$ cat config.mk
export PLATFORM = sky130hd
export DESIGN_NAME = spi_port
export DESIGN_NICKNAME = d
export VERILOG_FILES = /design/src/rtl/spi_pkg.sv /design/src/rtl/spi_ctrl.sv /design/src/rtl/spi_dp.sv /design/src/rtl/spi_port.sv
export SDC_FILE = /design/constraint.sdc
export NUM_CORES = 1
export LEC_CHECK = 0
export BUFFER_PORTS_ARGS = -buffer_cell sky130_fd_sc_hd__buf_4
export CORE_ASPECT_RATIO = 0.8
export CORE_MARGIN = 2
export CORE_UTILIZATION = 30
export CTS_CLUSTER_SIZE = 12
export DETAILED_ROUTE_END_ITERATION = 7
export PLACE_DENSITY_LB_ADDON = 0.3
export SLEW_MARGIN = 20
export SYNTH_ARGS = -nofsm -noshare
export SYNTH_HDL_FRONTEND = slang
export SYNTH_SLANG_ARGS = --single-unit
$ cat constraint.sdc
create_clock -name clk -period 4.51 [get_ports clk]
set_clock_uncertainty 0.15 [all_clocks]
set_input_delay 0.2255 -clock clk [delete_from_list [all_inputs] [get_ports clk]]
set_output_delay 0.2255 -clock clk [all_outputs]
set_load 0.005 [all_outputs]
$ cat src/rtl/spi_pkg.sv
`timescale 1ns/1ps
package spi_pkg;
  localparam int CHAR_W = 9;
  localparam int CNT_W = $clog2(CHAR_W);

  // strobes from control to datapath, one cycle each
  typedef struct packed {
    logic load;    // move holding register (or zeros) into the shifter
    logic sample;  // capture the incoming bit
    logic shift;   // advance the shifter by one bit
    logic done;    // a character has completed
    logic rxBit;   // the incoming bit selected for this mode
  } spiStrobe_t;
endpackage

$ cat src/rtl/spi_ctrl.sv
`timescale 1ns/1ps
module spi_ctrl
  import spi_pkg::*;
#(
  parameter int DIV_W = 8,
  parameter int SYNC_STAGES = 2
) (
  input  logic             clk,
  input  logic             rstN,
  input  logic             isMaster,
  input  logic             wideChar,
  input  logic [DIV_W-1:0] clkDiv,
  input  logic             frozen,
  input  logic             holdFull,
  input  logic             sckIn,
  input  logic             ssnIn,
  input  logic             dataIn,
  output spiStrobe_t       strb,
  output logic             sckOut,
  output logic             ssnOut
);
  logic [SYNC_STAGES-1:0] sckSy, selSy, datSy;
  logic sckPrev, selPrev;
  logic sckS, selS, datS;
  logic running, sckR, ssnR;
  logic [DIV_W-1:0] divCnt;
  logic [CNT_W-1:0] bitCnt, lastBit;
  logic tick, mRise, mFall, mDone, mStart;
  logic sRise, sFall, sStart, sDone, lastNow;

  // input synchronizers
  generate
    if (SYNC_STAGES == 1) begin : g_sync1
      always_ff @(posedge clk or negedge rstN)
        if (!rstN) begin
          sckSy <= '0; selSy <= '1; datSy <= '0;
        end else begin
          sckSy <= sckIn; selSy <= ssnIn; datSy <= dataIn;
        end
    end else begin : g_syncN
      always_ff @(posedge clk or negedge rstN)
        if (!rstN) begin
          sckSy <= '0; selSy <= '1; datSy <= '0;
        end else begin
          sckSy <= {sckSy[SYNC_STAGES-2:0], sckIn};
          selSy <= {selSy[SYNC_STAGES-2:0], ssnIn};
          datSy <= {datSy[SYNC_STAGES-2:0], dataIn};
        end
    end
  endgenerate

  assign sckS = sckSy[SYNC_STAGES-1];
  assign selS = selSy[SYNC_STAGES-1];
  assign datS = datSy[SYNC_STAGES-1];
  assign lastBit = wideChar ? CNT_W'(CHAR_W-1) : CNT_W'(CHAR_W-2);
  assign lastNow = (bitCnt == lastBit);

  // master timing
  assign tick   = running && !frozen && (divCnt == clkDiv);
  assign mRise  = isMaster && tick && !sckR;
  assign mFall  = isMaster && tick && sckR;
  assign mDone  = mFall && lastNow;
  assign mStart = isMaster && !frozen && !running && holdFull;

  // slave edge detection
  assign sRise  = !isMaster && !frozen && !selS && sckS && !sckPrev;
  assign sFall  = !isMaster && !frozen && !selS && !sckS && sckPrev;
  assign sStart = !isMaster && !frozen && !selS && selPrev;
  assign sDone  = sFall && lastNow;

  always_comb begin
    strb.sample = mRise | sRise;
    strb.shift  = mFall | sFall;
    strb.done   = mDone | sDone;
    strb.load   = mStart | (mDone & holdFull) | sStart | sDone;
    strb.rxBit  = isMaster ? dataIn : datS;
  end

  always_ff @(posedge clk or negedge rstN) begin
    if (!rstN) begin
      sckPrev <= 1'b0;
      selPrev <= 1'b1;
      running <= 1'b0;
      sckR    <= 1'b0;
      ssnR    <= 1'b1;
      divCnt  <= '0;
      bitCnt  <= '0;
    end else begin
      sckPrev <= sckS;
      selPrev <= selS;
      if (isMaster) begin
        if (mStart) begin
          running <= 1'b1;
          ssnR    <= 1'b0;
          sckR    <= 1'b0;
          divCnt  <= '0;
          bitCnt  <= '0;
        end else if (running && !frozen) begin
          if (tick) begin
            divCnt <= '0;
            sckR   <= !sckR;
            if (sckR) begin
              if (lastNow) begin
                bitCnt <= '0;
                if (!holdFull) begin
                  running <= 1'b0;
                  ssnR    <= 1'b1;
                end
              end else begin
                bitCnt <= bitCnt + 1'b1;
              end
            end
          end else begin
            divCnt <= divCnt + 1'b1;
          end
        end
      end else begin
        running <= 1'b0;
        ssnR    <= 1'b1;
        sckR    <= 1'b0;
        divCnt  <= '0;
        if (selS || sStart) bitCnt <= '0;
        else if (sFall) bitCnt <= lastNow ? '0 : bitCnt + 1'b1;
      end
    end
  end

  assign sckOut = sckR;
  assign ssnOut = ssnR;
endmodule

$ cat src/rtl/spi_dp.sv
`timescale 1ns/1ps
module spi_dp
  import spi_pkg::*;
#(
  parameter int RX_DEPTH = 2
) (
  input  logic              clk,
  input  logic              rstN,
  input  logic              wideChar,
  input  spiStrobe_t        strb,
  input  logic              wrEn,
  input  logic [CHAR_W-1:0] wrData,
  input  logic              rdEn,
  input  logic              ovfClr,
  output logic              holdFull,
  output logic              dataOut,
  output logic [CHAR_W-1:0] rdData,
  output logic              rxReady,
  output logic              rxOverflow
);
  localparam int PTR_W = (RX_DEPTH > 1) ? $clog2(RX_DEPTH) : 1;
  localparam int CNT_W = $clog2(RX_DEPTH + 1);

  logic [CHAR_W-1:0] hold, shReg, rxChar, charMask;
  logic inBit;
  logic [CHAR_W-1:0] rxMem [RX_DEPTH];
  logic [PTR_W-1:0] rdPtr, wrPtr;
  logic [CNT_W-1:0] count;
  logic pop, accept;

  assign charMask = wideChar ? {CHAR_W{1'b1}} : {1'b0, {(CHAR_W-1){1'b1}}};
  assign rxChar   = {shReg[CHAR_W-2:0], inBit} & charMask;
  assign dataOut  = wideChar ? shReg[CHAR_W-1] : shReg[CHAR_W-2];
  assign pop      = rdEn && (count != '0);
  assign accept   = strb.done && (count != CNT_W'(RX_DEPTH));

  function automatic logic [PTR_W-1:0] nextPtr(input logic [PTR_W-1:0] p);
    return (p == PTR_W'(RX_DEPTH-1)) ? '0 : p + 1'b1;
  endfunction

  always_ff @(posedge clk or negedge rstN) begin
    if (!rstN) begin
      hold     <= '0;
      holdFull <= 1'b0;
      shReg    <= '0;
      inBit    <= 1'b0;
    end else begin
      if (strb.load && holdFull) holdFull <= 1'b0;
      else if (wrEn && !holdFull) begin
        hold     <= wrData;
        holdFull <= 1'b1;
      end
      if (strb.load) shReg <= holdFull ? hold : '0;
      else if (strb.shift) shReg <= {shReg[CHAR_W-2:0], inBit};
      if (strb.sample) inBit <= strb.rxBit;
    end
  end

  always_ff @(posedge clk or negedge rstN) begin
    if (!rstN) begin
      rdPtr      <= '0;
      wrPtr      <= '0;
      count      <= '0;
      rxOverflow <= 1'b0;
    end else begin
      if (accept) wrPtr <= nextPtr(wrPtr);
      if (pop) rdPtr <= nextPtr(rdPtr);
      if (accept && !pop) count <= count + 1'b1;
      else if (pop && !accept) count <= count - 1'b1;
      if (strb.done && !accept) rxOverflow <= 1'b1;
      else if (ovfClr) rxOverflow <= 1'b0;
    end
  end

  always_ff @(posedge clk)
    if (accept) rxMem[wrPtr] <= rxChar;

  assign rdData  = rxMem[rdPtr];
  assign rxReady = (count != '0);
endmodule

$ cat src/rtl/spi_port.sv
`timescale 1ns/1ps
module spi_port
  import spi_pkg::*;
#(
  parameter int DIV_W = 8,
  parameter int SYNC_STAGES = 2,
  parameter int RX_DEPTH = 2
) (
  input  logic             clk,
  input  logic             rstN,
  input  logic             isMaster,
  input  logic             wideChar,
  input  logic [DIV_W-1:0] clkDiv,
  input  logic             dbgHaltEn,
  input  logic             dbgHalt,
  input  logic             wrEn,
  input  logic [8:0]       wrData,
  output logic             txEmpty,
  input  logic             rdEn,
  output logic [8:0]       rdData,
  output logic             rxReady,
  output logic             rxOverflow,
  input  logic             ovfClr,
  output logic             sckOut,
  output logic             ssnOut,
  input  logic             sckIn,
  input  logic             ssnIn,
  input  logic             dataIn,
  output logic             dataOut
);
  spiStrobe_t strb;
  logic holdFull;
  logic frozen;

  assign frozen  = dbgHaltEn & dbgHalt;
  assign txEmpty = !holdFull;

  spi_ctrl #(.DIV_W(DIV_W), .SYNC_STAGES(SYNC_STAGES)) u_ctrl (
    .clk(clk), .rstN(rstN), .isMaster(isMaster), .wideChar(wideChar),
    .clkDiv(clkDiv), .frozen(frozen), .holdFull(holdFull),
    .sckIn(sckIn), .ssnIn(ssnIn), .dataIn(dataIn),
    .strb(strb), .sckOut(sckOut), .ssnOut(ssnOut)
  );

  spi_dp #(.RX_DEPTH(RX_DEPTH)) u_dp (
    .clk(clk), .rstN(rstN), .wideChar(wideChar), .strb(strb),
    .wrEn(wrEn), .wrData(wrData), .rdEn(rdEn), .ovfClr(ovfClr),
    .holdFull(holdFull), .dataOut(dataOut), .rdData(rdData),
    .rxReady(rxReady), .rxOverflow(rxOverflow)
  );
endmodule

==> results.cfg, run 1 <==
[run_status]
outcome = complete, no violations

[setup_path]
rr_startpoint = u_ctrl.divCnt[6]
startpoint_type = register
worstSetupEndpoint = u_dp.rxMem[0][1]
cp-end-kind = register
cp_max_fo = 14
r2r_cells = 6
max_stage_delay_ps = 660
worstPathCellList = xor2_1 -> nor4_4 -> buf_4 -> and3_1 -> o221a_2 -> nor2b_1
crit_family = simple AND/OR/NAND/NOR gates
arrival_ps = 2800
crit_cells = 6
worst_ep_required_time_ps = 4320
startpoint = u_ctrl.divCnt[6]
worst-setup-path-type = reg2reg
path_buf_inv = 1
r2r_slack_ps = 1510
r2r-end = u_dp.rxMem[0][1]
crit_slowest_cell = nor2b_1

[sta]
fin_crit_ps = 3000
finalSetupViolations = 0
finalCritPeriodShare = 0.665
tns_ps = 0
holdWs_ps = 37.4
tightest_slew_ps = 859
drv_slew = 0
slew_headroom = 0.426
rsz0062_at_grt = false
finalHoldViolations = 0
fmax_mhz = 334

[placed_design]
dp_hpwl_um = 5120
gp_congestion = 0.802
io_buffers = 43
place_area_um2 = 3700

[die]
initial_core_util = 0.312
die_x_um = 120
die_h_um = 96.9
io_pins = 44
coreArea_um2 = 10400
dieArea_um2 = 11600
num_rows = 33

[job]
max_cap_viol_count = 0

[drt]
route.detailed.drc = 0
wl_per_cell_um = 14.7
routed_wl_um = 7080
drt_iter0_drc = 117
vias = 2338
via_per_inst = 4.84
first_pass_iters = 6
antenna_left = 0

[synthesis]
synth-edff-count = 18
ys_seq_elements = 66
synth.top_cell.area_share = 0.340
yosys-top-cells-area = dfrtp_1 34%, edfxtp_1 17%, mux2_2 10%
seq_area_frac_synth = 0.539
yosysTopAreaCell = dfrtp_1
postSynth.asyncResetShare = 0.727
syn_nets = 312
ys_types = 45
yosys_warnings = 0
syn_inst = 280
synth_ff_type = dfrtp_1
synth_area_um2 = 3240
postSynthAreaPerCell_um2 = 11.6

[global_route]
antenna_found_initial = 0
overflow = 0
grt_usage = 0.130
grt_max_degree = 49
grt_pass1_wl_um = 11800
grt_pass1_vias = 2234

[cells_and_area]
final_cell_mix = 45 x buf_4, 44 x dfrtp_1, 29 x nand2_1, 29 x mux2_2, 18 x edfxtp_1
syn2layout_area_growth_pct = 27.6
mostFrequentLayoutCell = buf_4
drive_gt1_frac = 0.283
nNetsFinal = 370
fin_area_um2 = 4130
antenna_cells = 0

[clocking]
cts_sinks = 66
cts_made_buffers = 9
post_cts_buffers = 0
clk_pin_slew_worst_paths_ps = 50
cts_resized = 0
cts_tree = built
cts_buffer_depth = 2
cts_hold_buf = 14
cts-root-buf = clkbuf_16
clock_latency_ps = 330
htreeDepth = 3

[power_and_ir_drop]
p_per_area_nw_per_um2 = 498
irDropWorstVdd_uv = 273
p_leak_nw = 1.74

[hold_path]
holdCritPathClass = in2reg
-- worst register-to-register path, stage by stage, from the launching register on --
cell	delay, ps
dfrtp_1	400
xor2_1	170
nor4_4	280
buf_4	230
and3_1	420
o221a_2	300
nor2b_1	660
-- routing by layer --
layer	vias up	track usage	part of all wire
li1	1138	-	-
met1	1137	0.194	0.53
met2	52	0.174	0.41
met3	11	0.0454	0.049
met4	0	0.0407	0.014
met5	-	0	0
-- Yosys cell counts, types with 2 or more instances --
library cell  instances
o211ai_1             10
inv_1                 7
a21oi_1               6
nand4_1              11
nand2_1              29
ha_1                  3
clkbuf_1             10
nor2_1               14
nor2b_1               2
and2_1               12
o21ai_0               4
edfxtp_1             18
o32ai_1               2
dfrtp_1              44
and3_1               13
mux2_2               29
nand2b_1              3
a21bo_2               2
dfstp_2               4
nor3_1                2
nand3_1               7
nand4b_1              2
xor2_1               16
o2111ai_1             5
xnor2_1               3
mux2i_1               2
o2bb2ai_1             2
-- metrics by stage --
stage                      util  worst slack (ps)  power (W)  cells
after floorplan               -              2100    0.00120    280
after detailed placement  0.357              1520    0.00140    453
final                     0.399              1510    0.00206    483
after CTS                 0.399              1510    0.00208    483
after global placement    0.357              1650    0.00139    453
after global routing      0.399              1350    0.00218    483
-- worst min path at each step --
stage,from,endpoint,slack [ps],depth (start not counted)
floorplan,rstN,u_ctrl.bitCnt[0],-220,0
global placement,rstN,u_ctrl.divCnt[4],140,1
detailed placement,rstN,u_ctrl.divCnt[4],140,1
CTS,isMaster,u_ctrl.ssnOut,20,2
global route,isMaster,u_ctrl.ssnOut,40,2
finish,isMaster,u_ctrl.ssnOut,40,2
-- sequential cells by signal, summed over array words and instances (netlist names), 2 cells and up --
| name | count |
|---|---|
| u_ctrl.divCnt | 8 |
| u_dp.count | 2 |
| u_ctrl.datSy | 2 |
| u_ctrl.bitCnt | 4 |
| u_dp.shReg | 9 |
| u_ctrl.selSy | 2 |
| u_dp.rxMem | 18 |
| u_dp.hold | 9 |
| u_ctrl.sckSy | 2 |
-- cell families after synthesis --
kind of cell / count (synthesis) / share of synthesized area
xor gates and xnor gates: 19 / 0.0514
and+or+nand+nor: 102 / 0.172
AOI/OAI and AO/OA: 40 / 0.0966
DFF: 66 / 0.539
buffers and inverters: 19 / 0.0224
muxes: 31 / 0.107
adders and majority gates: 3 / 0.0116
-- cell type report --
type / count / area, um^2
fillers: 1009 / 6230
well taps: 140 / 175
multi-input cells: 195 / 1420
inverters: 7 / 26.3
flip-flops and latches: 66 / 1750
clock buffers: 11 / 243
repair buffers: 59 / 478
clock inverters: 5 / 45.0
-- power breakdown --
part	internal [W]	leakage, nW	switching (W)
registers	0.000756	0.760	0.000137
logic	0.000286	0.841	0.000210
clock network	0.000434	0.140	0.000233
total	0.00148	1.74	0.000580
Note: power is estimated with default switching activity, not from simulation.
==> run 2: changes to the inputs <==
- clock period: 4.51 -> 2.7 ns (I/O delays scaled with it)
==> results.cfg, run 2 (same netlist as run 1, synthesis figures left out) <==
[global_route]
grt_max_degree = 49
grt_usage = 0.136
overflow = 0
grt_pass1_vias = 2411
antenna_found_initial = 0
grt_pass1_wl_um = 12200

[clocking]
clk_pin_slew_worst_paths_ps = 60
htreeDepth = 3
cts_tree = built
clock_latency_ps = 340
cts_sinks = 66
cts_made_buffers = 9
cts-root-buf = clkbuf_16
cts_buffer_depth = 2

[hold_path]
holdCritPathClass = in2reg
min_from = dbgHalt

[placed_design]
place_area_um2 = 3760
gp_congestion = 0.840
io_buffers = 43
dp_hpwl_um = 5240

[power_and_ir_drop]
p_per_area_nw_per_um2 = 861
irDropWorstVdd_uv = 485
p_leak_nw = 1.82

[setup_path]
worst-setup-path-type = reg2reg
arrival_ps = 2510
crit_slowest_cell = o31ai_4
worstPathCellList = xor2_1 -> nor3_1 -> nand4_2 -> o31ai_4 -> mux2_2
path_buf_inv = 0
cp-end-kind = register
crit_family = simple AND/OR/NAND/NOR gates
max_stage_delay_ps = 570
startpoint = u_ctrl.divCnt[0]
cp_max_fo = 10
startpoint_type = register
worst_ep_required_time_ps = 2760
rr_startpoint = u_ctrl.divCnt[0]

[drt]
antenna_left = 0
first_pass_iters = 4
wl_per_cell_um = 15.1
routed_wl_um = 7450
drt_iter0_drc = 176
route.detailed.drc = 0
via_per_inst = 4.85
vias = 2390

[sta]
rsz0062_at_grt = false
drv_slew = 0
slew_headroom = 0.581
finalHoldViolations = 0
tns_ps = 0
finalCritPeriodShare = 0.907
holdWs_ps = 86.9
fmax_mhz = 409
fin_crit_ps = 2450
tightest_slew_ps = 628
finalSetupViolations = 0

[cells_and_area]
mostFrequentLayoutCell = buf_4
fillers = 997
nNetsFinal = 380
reg_top3 = u_dp.rxMem x18, u_dp.hold x9, u_dp.shReg x9
final_cell_mix = 53 x buf_4, 44 x dfrtp_1, 29 x nand2_1, 29 x mux2_2, 18 x edfxtp_1
final_core_util = 0.411
antenna_cells = 0
top_register = u_dp.rxMem
fin_area_um2 = 4260
syn2layout_area_growth_pct = 31.5
largest_reg_flops = 18
drive_gt1_frac = 0.306

[die]
die_x_um = 120
num_rows = 33
die_h_um = 96.9
initial_core_util = 0.312
coreArea_um2 = 10400
dieArea_um2 = 11600
io_pins = 44

[job]
max_cap_viol_count = 0

[run_status]
outcome = complete, no violations
==> run 2: changes by cell type in the layout (fill, tap and decap cells not counted) <==
cell	delta
dlygate4sd3_1	+2
bufinv_16	+2
clkinv_2	+2
clkinv_1	-2
clkbuf_1	-1
buf_4	+8
clkbuf_8	-1
==> run 2: final timing paths <==
path	to	slack (ps)	cells after the start
setup reg to reg	u_dp.shReg[7]	250	5
min in group asynchronous	u_ctrl.divCnt[1]	200	2
hold / removal	u_ctrl.ssnOut	90	4
setup / recovery	u_dp.shReg[7]	250	5
max in group asynchronous	u_ctrl.bitCnt[1]	1760	2
hold reg to reg	u_ctrl.selSy[1]	200	0
==> run 2: area by class of cell <==
class / instances / area (um^2) / area share
flip-flops and latches: 66 / 1750 / 0.410
repair buffers: 69 / 558 / 0.131
well taps: 140 / 175 / 0.0411
inverters: 7 / 26.3 / 0.00617
clock buffers: 9 / 225 / 0.0529
multi-input cells: 195 / 1420 / 0.333
clock inverters: 7 / 108 / 0.0253
==> run 2: what timing repair did <==
| action | 4_1_cts | 5_1_grt |
|---|---|---|
| buffers inserted | 0 | 0 |
| hold buffers | 16 | 0 |
| endpoints found under the hold margin | 60 | 0 |
| gates resized for setup | 0 | 0 |
==> run 2: power breakdown <==
| group | internal (W) | switching [W] | leakage [nW] |
|---|---|---|---|
| clock | 0.000891 | 0.000427 | 0.164 |
| combinational | 0.000494 | 0.000364 | 0.892 |
| sequential | 0.00126 | 0.000228 | 0.760 |
| total | 0.00265 | 0.00102 | 1.82 |
==> run 2: through the flow <==
stage | worst slack, ps | cells | power [W]
5_1_grt | 160 | 493 | 0.00387
4_1_cts | 255 | 493 | 0.00371
6_report | 252 | 493 | 0.00367
2_1_floorplan | 293 | 280 | 0.00201
3_5_place_dp | 288 | 461 | 0.00236
3_3_place_gp | 288 | 461 | 0.00233
==> run 2: worst reg2reg max path, cell delays in order (launching register included) <==
cell     delay [ps]
dfrtp_1         450
xor2_1          170
nor3_1          350
nand4_2         230
o31ai_4         570
mux2_2          400
==> run 2: metal layers <==
layer | up-vias | GRT usage | share of wire
li1 | 1153 | - | -
met1 | 1158 | 0.195 | 0.51
met2 | 70 | 0.192 | 0.42
met3 | 9 | 0.0425 | 0.050
met4 | 0 | 0.0516 | 0.016
met5 | - | 0 | 0
